<file path="config.mk">
export PLATFORM = sky130hd
export DESIGN_NAME = pgbuf_top
export DESIGN_NICKNAME = d
export VERILOG_FILES = /design/src/rtl/pgbuf_pkg.sv /design/src/rtl/pgbuf_collect.sv /design/src/rtl/pgbuf_commit.sv /design/src/rtl/pgbuf_array.sv /design/src/rtl/pgbuf_top.sv
export SDC_FILE = /design/constraint.sdc
export NUM_CORES = 2
export LEC_CHECK = 0
export BUFFER_PORTS_ARGS = -buffer_cell sky130_fd_sc_hd__buf_2
export CORE_ASPECT_RATIO = 0.9
export CORE_MARGIN = 2
export CORE_UTILIZATION = 50
export DETAILED_ROUTE_END_ITERATION = 10
export HOLD_SLACK_MARGIN = 0.08
export PLACE_DENSITY_LB_ADDON = 0.15
export RECOVER_POWER = 25
export SLEW_MARGIN = 20
export SYNTH_ARGS = -nofsm -noshare
export SYNTH_HDL_FRONTEND = slang
export SYNTH_SLANG_ARGS = --single-unit
</file>
<file path="constraint.sdc">
create_clock -name clk -period 3.6 [get_ports clk]
set_input_delay 0.18 -clock clk [delete_from_list [all_inputs] [get_ports clk]]
set_output_delay 0.18 -clock clk [all_outputs]
set_load 0.1 [all_outputs]
</file>
<file path="src/rtl/pgbuf_pkg.sv">
package pgbuf_pkg;

    typedef enum logic [1:0] {
        ST_IDLE = 2'd0,
        ST_COPY = 2'd1,
        ST_WAIT = 2'd2
    } seq_state_t;

    // next slot inside a page of n entries
    function automatic int unsigned wrap_inc(int unsigned x, int unsigned n);
        return (x + 1) % n;
    endfunction

endpackage

</file>
<file path="src/rtl/pgbuf_collect.sv">
module pgbuf_collect #(
    parameter int ADDR_W     = 8,
    parameter int DATA_W     = 8,
    parameter int PAGE_BYTES = 8,
    localparam int OFF_W     = $clog2(PAGE_BYTES),
    localparam int PG_W      = ADDR_W - OFF_W
) (
    input  logic                              clk,
    input  logic                              rst,
    input  logic                              busy,
    input  logic                              start_acc,
    input  logic [ADDR_W-1:0]                 start_addr,
    input  logic                              byte_acc,
    input  logic [DATA_W-1:0]                 byte_data,
    input  logic                              commit_acc,
    output logic [PG_W-1:0]                   page_o,
    output logic [PAGE_BYTES-1:0]             mask_o,
    output logic [PAGE_BYTES-1:0][DATA_W-1:0] buf_o
);
    logic [PG_W-1:0]                   page_q;
    logic [OFF_W-1:0]                  off_q;
    logic [PAGE_BYTES-1:0]             mask_q;
    logic [PAGE_BYTES-1:0][DATA_W-1:0] buf_q;

    logic [OFF_W-1:0]      off_b;
    logic [PAGE_BYTES-1:0] mask_b;
    logic [PAGE_BYTES-1:0] mask_set;

    always_comb begin
        off_b  = start_acc ? start_addr[OFF_W-1:0] : off_q;
        mask_b = start_acc ? '0 : mask_q;
        mask_set = mask_b;
        mask_set[off_b] = 1'b1;
    end

    always_ff @(posedge clk) begin
        if (rst) begin
            page_q <= '0;
            off_q  <= '0;
            mask_q <= '0;
            buf_q  <= '0;
        end else if (commit_acc) begin
            mask_q <= '0;
        end else begin
            if (start_acc) begin
                page_q <= start_addr[ADDR_W-1:OFF_W];
                off_q  <= start_addr[OFF_W-1:0];
                mask_q <= '0;
            end
            if (byte_acc) begin
                buf_q[off_b] <= byte_data;
                mask_q       <= mask_set;
                off_q        <= OFF_W'(pgbuf_pkg::wrap_inc(int'(off_b), PAGE_BYTES));
            end
        end
    end

    assign page_o = page_q;
    assign mask_o = mask_q;
    assign buf_o  = buf_q;


    page_hold_chk: assert property (@(posedge clk) disable iff (rst)
        byte_acc && !start_acc && !commit_acc |=> page_q == $past(page_q));

    slot_load_chk: assert property (@(posedge clk) disable iff (rst)
        byte_acc && !start_acc && !commit_acc |=> mask_q[$past(off_q)] && buf_q[$past(off_q)] == $past(byte_data));

    mask_clear_chk: assert property (@(posedge clk) disable iff (rst)
        commit_acc |=> mask_q == '0);

    busy_freeze_chk: assert property (@(posedge clk) disable iff (rst)
        busy |=> $stable(mask_q) && $stable(off_q) && $stable(page_q) && $stable(buf_q));
endmodule

</file>
<file path="src/rtl/pgbuf_commit.sv">
module pgbuf_commit #(
    parameter int ADDR_W     = 8,
    parameter int DATA_W     = 8,
    parameter int PAGE_BYTES = 8,
    parameter int WR_CYCLES  = 16,
    localparam int OFF_W     = $clog2(PAGE_BYTES),
    localparam int PG_W      = ADDR_W - OFF_W,
    localparam int CNT_W     = $clog2(WR_CYCLES + 1),
    localparam int TOTAL     = PAGE_BYTES + WR_CYCLES,
    localparam int RUN_W     = $clog2(TOTAL + 2)
) (
    input  logic                              clk,
    input  logic                              rst,
    input  logic                              commit_acc,
    input  logic                              wprot,
    input  logic [PG_W-1:0]                   page_i,
    input  logic [PAGE_BYTES-1:0]             mask_i,
    input  logic [PAGE_BYTES-1:0][DATA_W-1:0] buf_i,
    output logic                              busy_o,
    output logic                              we_o,
    output logic [ADDR_W-1:0]                 waddr_o,
    output logic [DATA_W-1:0]                 wdata_o
);
    import pgbuf_pkg::*;

    seq_state_t            st_q;
    logic [OFF_W-1:0]      idx_q;
    logic [CNT_W-1:0]      wcnt_q;
    logic [PAGE_BYTES-1:0] cmask_q;
    logic [PG_W-1:0]       cpage_q;

    always_ff @(posedge clk) begin
        if (rst) begin
            st_q    <= ST_IDLE;
            idx_q   <= '0;
            wcnt_q  <= '0;
            cmask_q <= '0;
            cpage_q <= '0;
        end else begin
            case (st_q)
                ST_IDLE: begin
                    if (commit_acc && !wprot) begin
                        st_q    <= ST_COPY;
                        idx_q   <= '0;
                        cmask_q <= mask_i;
                        cpage_q <= page_i;
                    end
                end
                ST_COPY: begin
                    if (idx_q == OFF_W'(PAGE_BYTES - 1)) begin
                        st_q   <= ST_WAIT;
                        wcnt_q <= '0;
                    end else begin
                        idx_q <= idx_q + 1'b1;
                    end
                end
                ST_WAIT: begin
                    if (wcnt_q == CNT_W'(WR_CYCLES - 1)) st_q <= ST_IDLE;
                    else wcnt_q <= wcnt_q + 1'b1;
                end
                default: st_q <= ST_IDLE;
            endcase
        end
    end

    assign busy_o  = (st_q != ST_IDLE);
    assign we_o    = (st_q == ST_COPY) && cmask_q[idx_q];
    assign waddr_o = {cpage_q, idx_q};
    assign wdata_o = buf_i[idx_q];

    // length of the current busy window, for the window check
    logic [RUN_W-1:0] run_q;
    always_ff @(posedge clk) begin
        if (rst) run_q <= '0;
        else if (busy_o) run_q <= run_q + 1'b1;
        else run_q <= '0;
    end


    busy_len_chk: assert property (@(posedge clk) disable iff (rst)
        $fell(busy_o) |-> run_q == RUN_W'(TOTAL));

    protect_drop_chk: assert property (@(posedge clk) disable iff (rst)
        commit_acc && wprot && !busy_o |=> !busy_o);

    write_in_page_chk: assert property (@(posedge clk) disable iff (rst)
        we_o |=> busy_o);
endmodule

</file>
<file path="src/rtl/pgbuf_array.sv">
module pgbuf_array #(
    parameter int ADDR_W = 8,
    parameter int DATA_W = 8,
    localparam int DEPTH = 1 << ADDR_W
) (
    input  logic              clk,
    input  logic              rst,
    input  logic              we,
    input  logic [ADDR_W-1:0] waddr,
    input  logic [DATA_W-1:0] wdata,
    input  logic [ADDR_W-1:0] raddr,
    output logic [DATA_W-1:0] rdata
);
    logic [DATA_W-1:0] mem_q [DEPTH];

    always_ff @(posedge clk) begin
        if (rst) begin
            for (int i = 0; i < DEPTH; i++) mem_q[i] <= '0;
            rdata <= '0;
        end else begin
            if (we) mem_q[waddr] <= wdata;
            rdata <= mem_q[raddr];
        end
    end
endmodule

</file>
<file path="src/rtl/pgbuf_top.sv">
module pgbuf_top #(
    parameter int ADDR_W     = 8,
    parameter int DATA_W     = 8,
    parameter int PAGE_BYTES = 8,
    parameter int WR_CYCLES  = 16,
    localparam int OFF_W     = $clog2(PAGE_BYTES),
    localparam int PG_W      = ADDR_W - OFF_W
) (
    input  logic              clk,
    input  logic              rst,
    input  logic              start_i,
    input  logic [ADDR_W-1:0] start_addr_i,
    input  logic              byte_valid_i,
    input  logic [DATA_W-1:0] byte_data_i,
    input  logic              commit_i,
    input  logic              wprot_i,
    output logic              busy_o,
    input  logic [ADDR_W-1:0] rd_addr_i,
    output logic [DATA_W-1:0] rd_data_o
);
    logic                              busy;
    logic                              start_acc, byte_acc, commit_acc;
    logic [PG_W-1:0]                   page;
    logic [PAGE_BYTES-1:0]             mask;
    logic [PAGE_BYTES-1:0][DATA_W-1:0] bufd;
    logic                              we;
    logic [ADDR_W-1:0]                 waddr;
    logic [DATA_W-1:0]                 wdata;

    assign start_acc  = start_i      && !busy;
    assign byte_acc   = byte_valid_i && !busy;
    assign commit_acc = commit_i     && !busy;

    pgbuf_collect #(.ADDR_W(ADDR_W), .DATA_W(DATA_W), .PAGE_BYTES(PAGE_BYTES)) collect_i (
        .clk(clk), .rst(rst), .busy(busy),
        .start_acc(start_acc), .start_addr(start_addr_i),
        .byte_acc(byte_acc), .byte_data(byte_data_i),
        .commit_acc(commit_acc),
        .page_o(page), .mask_o(mask), .buf_o(bufd)
    );

    pgbuf_commit #(.ADDR_W(ADDR_W), .DATA_W(DATA_W), .PAGE_BYTES(PAGE_BYTES),
                   .WR_CYCLES(WR_CYCLES)) commit_i_blk (
        .clk(clk), .rst(rst), .commit_acc(commit_acc), .wprot(wprot_i),
        .page_i(page), .mask_i(mask), .buf_i(bufd),
        .busy_o(busy), .we_o(we), .waddr_o(waddr), .wdata_o(wdata)
    );

    pgbuf_array #(.ADDR_W(ADDR_W), .DATA_W(DATA_W)) array_i (
        .clk(clk), .rst(rst), .we(we), .waddr(waddr), .wdata(wdata),
        .raddr(rd_addr_i), .rdata(rd_data_o)
    );

    assign busy_o = busy;


    reset_idle_chk: assert property (@(posedge clk)
        $past(rst) |-> !busy_o && mask == '0);
endmodule

</file>
; ---- Yosys cells after proc, flatten, opt, wreduce, memory -nomap -nowiden
; Memories as Yosys holds them, arrays and structs flattened. A register that Yosys moved wholly into a read port is not among the register bits.
; Cells that the tools add are included.
[word_totals]
ram_bits = 2048
mem_count = 1
register_bits = 103
in_bits = 30
output_inout_bits = 9
[classes]
n_bitwise = 2
n_reduce_logical = 20
order_cmp = 3
eq_ne = 9
addsub = 3
n_mux = 31
[memory_table]
columns = name, depth, word_bits, rd, rd_ports_with_merged_regs, write_ports, line
row1 = array_i.mem_q, 256, 8, 1, 1, 256, pgbuf_array.sv:14  ; logic [DATA_W-1:0] mem_q [DEPTH];
[ops]
columns = cell, count
row1 = $bwmux W64, 1
row2 = $mux W8, 6
row3 = $bmux W8 S3, 1
row4 = $demux W8 S3, 1
row5 = $mux W3, 4
row6 = $mux W5, 2
row7 = $pmux W5 S2, 1
row8 = $reduce_and A3 Y1, 3
row9 = $lt A3 B4 Y1 const B, 2
row10 = $mux W1, 8
row11 = $or A8 B8 Y8, 1
row12 = $reduce_or A8 Y1, 1
row13 = $add A3 B1 Y3 const B, 2
row14 = $logic_and A1 B1 Y1, 6
row15 = $mux W2, 3
row16 = $ne A2 B1 Y1 const B, 3
row17 = $pmux W2 S3, 1
row18 = $pmux W3 S2, 1
row19 = $reduce_and A2 Y1, 3
row20 = $reduce_bool A2 Y1, 3
row21 = $add A5 B1 Y5 const B, 1
row22 = $eq A5 B4 Y1 const B, 1
row23 = $ne A2 B2 Y1 const B, 2
row24 = $bmux W1 S3, 1
row25 = 9 further kinds, 10

; ---- Logic depth before layout (Yosys ltp)
[logic_depth]
word_depth = 10
mapped_depth = 12
depth_no_buf = 9

; ---- By module
; From an unflattened synthesis, not the netlist that was laid out.
[unflattened]
hier_cells = 7046
hier_area_um2 = 101205.8
[modules_own_cells]
columns = mod, area_each_um2, seq_area_each_um2, n_inst, cells_each
row1 = pgbuf_array, 96311.1, 61659.1, 1, 6589
row2 = pgbuf_collect, 3283.1, 1601.5, 1, 307
row3 = pgbuf_commit, 1592.8, 460.4, 1, 147
row4 = pgbuf_top, 18.8, 0.0, 1, 3

; ---- Worst setup path after synthesis
; No wires, ideal clock.
[synth_timing]
kind = register -> register
from = reg commit_i_blk.idx_q[1]
to = mem array_i.mem_q[77][0], enable pin
period_less_slack_ns = 2.755
path_buffers = 6
path_slack_ns = 0.845
arrival_time_ns = 2.453
stages_incl_launch_ff = 13
setup_ns = 0.302
cell_sequence = dfxtp_1 > buf_2 > buf_1 > inv_1 > ha_1 > clkbuf_1 > and3_1 > clkbuf_1 > nor2b_1 > buf_2 > buf_4 > nand2_1 > nand2b_1
[synth_lines]
columns = element, line
row1 = from (decl), pgbuf_commit.sv:27  ; logic [OFF_W-1:0] idx_q;
row2 = from (signal assigned), pgbuf_commit.sv:54  ; idx_q <= idx_q + 1'b1;
row3 = to (decl), pgbuf_array.sv:14

==> metrics.md <==
| Metric | Value |
|---|---|
| Vias | 60.7k |
| Netlist cell types | 68 |
| Post-synth top area share | 0.645 |
| Final number of hold-violating endpoints | 0 |
| CTS max path bufs | 3 |
| Syn-to-layout area delta | 12.1% |
| Hold Crit Class | input port to flop |
| Status | completed |
| CTS buffer count | 216 |
| I/O Buffers | 38 |
| Count of final setup violators | 0 |
| Slew Viols, Final | 0 |
| Iteration-0 DRC Markers | 9047 |
| Async set-or-reset flop fraction in the synthesized netlist | 0 |
| DP Area | 99500 um^2 |
| Top cells by area, synth | edfxtp_1, mux4_2, nor2_1 |
| Initial DRT Pass Iterations | 6 |
| Mapped Nets | 7092 |
| Fin nets | 7135 |
| Worst-path maximum fanout | 12 |
| Die Span Y | 418 um |
| Slowest stage cell, crit path | nor2b_1 |
| Pleak | 35.4 nW |
| Via-to-Cell Ratio | 6.18 |
| Share of layout cells above drive strength 1 | 0.171 |
| Global route overflow | 0 |
| Syn_area_per_cell | 13.5 um^2 |
| RSZ-0062 raised after global routing | no |
| Critical Path RT | 4.11 ns |
| Arr. time, crit path | 4.01 ns |
| Synth Cell Area | 95400 um^2 |
| Antenna viol nets, final | 0 |
| Crit path largest cell delay | 0.56 ns |
| Largest area contributor in the netlist | edfxtp_1 |
| CP Capture Type | flop |
| Placed Instances | 9368 |
| Setup WS pre-CTS | 0.0890 ns |
| I/O Pins | 39 |
| Post-Synth XOR/XNOR Area | 0.000184 |
| Vias in the first global route | 58.6k |
| Register area share after synthesis | 0.668 |
| Final worst setup slack | 0.0973 ns |
| Clock Skews | 0.0754 ns |
| Post-Synth Adder-Cell Area | 0.00131 |
| Tmin final | 3.50 ns |
| Largest net degree at the start of global routing | 149 |
| Clock slew at the register clock pins of the worst setup and hold paths | 0.06 ns |
| Crit path launch type | flop |
| Residual DRC | 0 |
| Routability cong. | 0.983 |
| Mapped Cells | 7052 |
| Die Area | 194000 um^2 |
| Max Cap Viol | 0 |
| Main combinational cell family by area after synthesis | simple AND/OR/NAND/NOR gates |
| Mux cell area share after synthesis | 0.129 |
| Most used cell, CP | buf_4 |
| Drt wl/cell | 29.5 um |
| # rows | 152 |
| Total track usage | 0.298 |
| CTS sink cnt | 2159 |
| Post-route cell area | 107000 um^2 |
| Final Non-Filler Cells | 9828 |
| Worst slew margin | 0.0939 |
| Post-DP HPWL | 194 mm |
| Root Driver | clkbuf_16 |
| Crit path cell chain | mux4_2 -> mux2_2 -> nand3b_2 -> buf_12 -> buf_4 -> nor2b_1 -> buf_4 -> nand2_2 -> nand2b_1 |
| Final period utilization | 0.973 |
| Synthesis Warnings | 0 |
| Worst-Skew Late Latency | 0.91 ns |
| Core Area | 190000 um^2 |
| Chip width | 464 um |
| TritonCTS clock tree | built |
| H-tree depth | 4 |
| Post-synthesis simple-gate area fraction | 0.139 |
| WS Path Type | flop to flop |
| Actual slew at the worst max-slew pin | 1.32 ns |
| First-pass GRT wire length | 419 mm |
| Initial core utilization | 0.502 |
| Peak supply drop | 0.542 mV |
| EDFF count, synth | 2048 |
| Initial antenna violation count | 7 |
| F_max | 0.285 GHz |
| Compound-cell area share of the yosys netlist | 0.0330 |
| Power Dens Cells | 520 nW/um^2 |
| Synth Register Bits | 2159 |
| Final WL | 290 mm |
| Top_reg_cell synth | edfxtp_1 |
[registers in the layout, indices dropped and copies added (netlist names), 3 cells and up]
signal,cells
collect_i.buf_o,64
array_i.rdata,8
collect_i.off_q,3
commit_i_blk.wcnt_q,5
array_i.mem_q,2048
commit_i_blk.cmask_q,8
collect_i.mask_o,8
collect_i.page_o,5
commit_i_blk.idx_q,3
commit_i_blk.cpage_q,5
[stage by stage]
| step | hold WS [ns] | utilization | total power, mW | setup TNS, ns |
|---|---|---|---|---|
| after floorplan | 0.324 | - | 31.4 | 0 |
| after global placement | 0.412 | 0.523 | 32.9 | -0.0704 |
| after detailed placement | 0.421 | 0.523 | 33.0 | 0 |
| after CTS | 0.111 | 0.564 | 55.7 | 0 |
| after global routing | 0.154 | 0.562 | 56.9 | 0 |
| final | 0.180 | 0.562 | 55.6 | 0 |
[placed cells by master, fill, tap and decap left out, types with 25 or more instances in the layout]
cell type and count:
buf_4 221, mux2i_1 323, dlygate4sd3_1 45, nor3_1 53, dfxtp_1 111, nand2_1 230, edfxtp_1 2048, o21ai_0 56
mux4_2 399, nand3_1 101, clkbuf_16 217, buf_12 49, buf_2 25, clkinv_1 48, clkinv_2 42, nand2b_1 264
a22oi_1 86, nand2_2 144, nor2_1 2184, o22ai_1 51, o221ai_1 78, a21oi_1 111, clkbuf_1 53
[final timing paths]
check / start / end / slack, ns / cells after the start
worst min register to register: collect_i.buf_o[25]$_SDFFE_PP0P_ / collect_i.buf_o[25]$_SDFFE_PP0P_ / 0.45 / 2
worst max-delay path: commit_i_blk.idx_q[0]$_SDFFE_PP0P_ / array_i.mem_q[128][5]$_SDFFCE_PN0P_ / 0.1 / 9
worst min-delay path: byte_data_i[7] / collect_i.buf_o[39]$_SDFFE_PP0P_ / 0.18 / 4
worst max register to register: commit_i_blk.idx_q[0]$_SDFFE_PP0P_ / array_i.mem_q[128][5]$_SDFFCE_PN0P_ / 0.1 / 9
[logic make-up after synthesis]
logic type	Yosys count
AOI/OAI and AO/OA	463
xor gates and xnor gates	2
adders and majority gates	10
buffers and inverters	575
DFF	2159
muxes	734
and+or+nand+nor	3109
[synthesized netlist by cell type, types with 6 or more instances]
| master | n |
|---|---|
| and2_1 | 18 |
| nand2b_1 | 265 |
| and3_1 | 9 |
| inv_1 | 11 |
| a2111oi_0 | 24 |
| nand2_1 | 222 |
| dfxtp_1 | 111 |
| a31oi_1 | 7 |
| edfxtp_1 | 2048 |
| mux2_2 | 8 |
| a221oi_1 | 8 |
| o211ai_1 | 10 |
| nor2b_2 | 7 |
| nand4_1 | 17 |
| or4_1 | 7 |
| nor2_1 | 2191 |
| buf_1 | 62 |
| ha_1 | 10 |
| buf_2 | 111 |
| mux2i_1 | 327 |
| a21oi_1 | 111 |
| nor3_1 | 58 |
| buf_4 | 42 |
| a211oi_1 | 6 |
| o21ai_0 | 57 |
| nor2b_1 | 11 |
| a22oi_1 | 86 |
| clkbuf_1 | 311 |
| nor4_1 | 23 |
| o22ai_1 | 51 |
| nand3_1 | 101 |
| o221ai_1 | 78 |
| buf_6 | 33 |
| mux4_2 | 399 |
| nand2_2 | 153 |
[final cells by class]
class / count / area, um^2
fillers: 15289 / 83300
inverters: 11 / 42.5
flip-flops and latches: 2159 / 63700
clock buffers: 257 / 5640
repair buffers: 389 / 3600
well taps: 2541 / 3180
multi-input cells: 4318 / 29100
diodes: 6 / 15.0
clock inverters: 147 / 1580
[what timing repair did]
item / CTS / global route
setup endpoints to repair: 0 / 64
setup buffers: 0 / 3
hold endpoints to repair: 154 / 0
resized for setup: 0 / 1
hold buffers: 45 / 0
[worst max-delay path: cells and delay by family (launching register included)]
| family | cells | cell delay [ns] |
|---|---|---|
| DFF | 1 | 0.47 |
| buffers and inverters | 3 | 0.90 |
| and+or+nand+nor | 4 | 1.30 |
| muxes | 2 | 0.43 |
[power breakdown]
part,internal (mW),switching [mW]
sequential,28.3,0.332
combinational,1.29,2.67
clock,12.9,10.2
total,42.5,13.1
[layer usage]
layer,vias to the layer above,track usage,part of all wire
met5,-,0,0.000045
met1,30821,0.438,0.41
met2,3575,0.443,0.44
met3,472,0.0624,0.11
met4,2,0.102,0.038
li1,25876,-,-
Note: power is estimated with default switching activity, not from simulation.
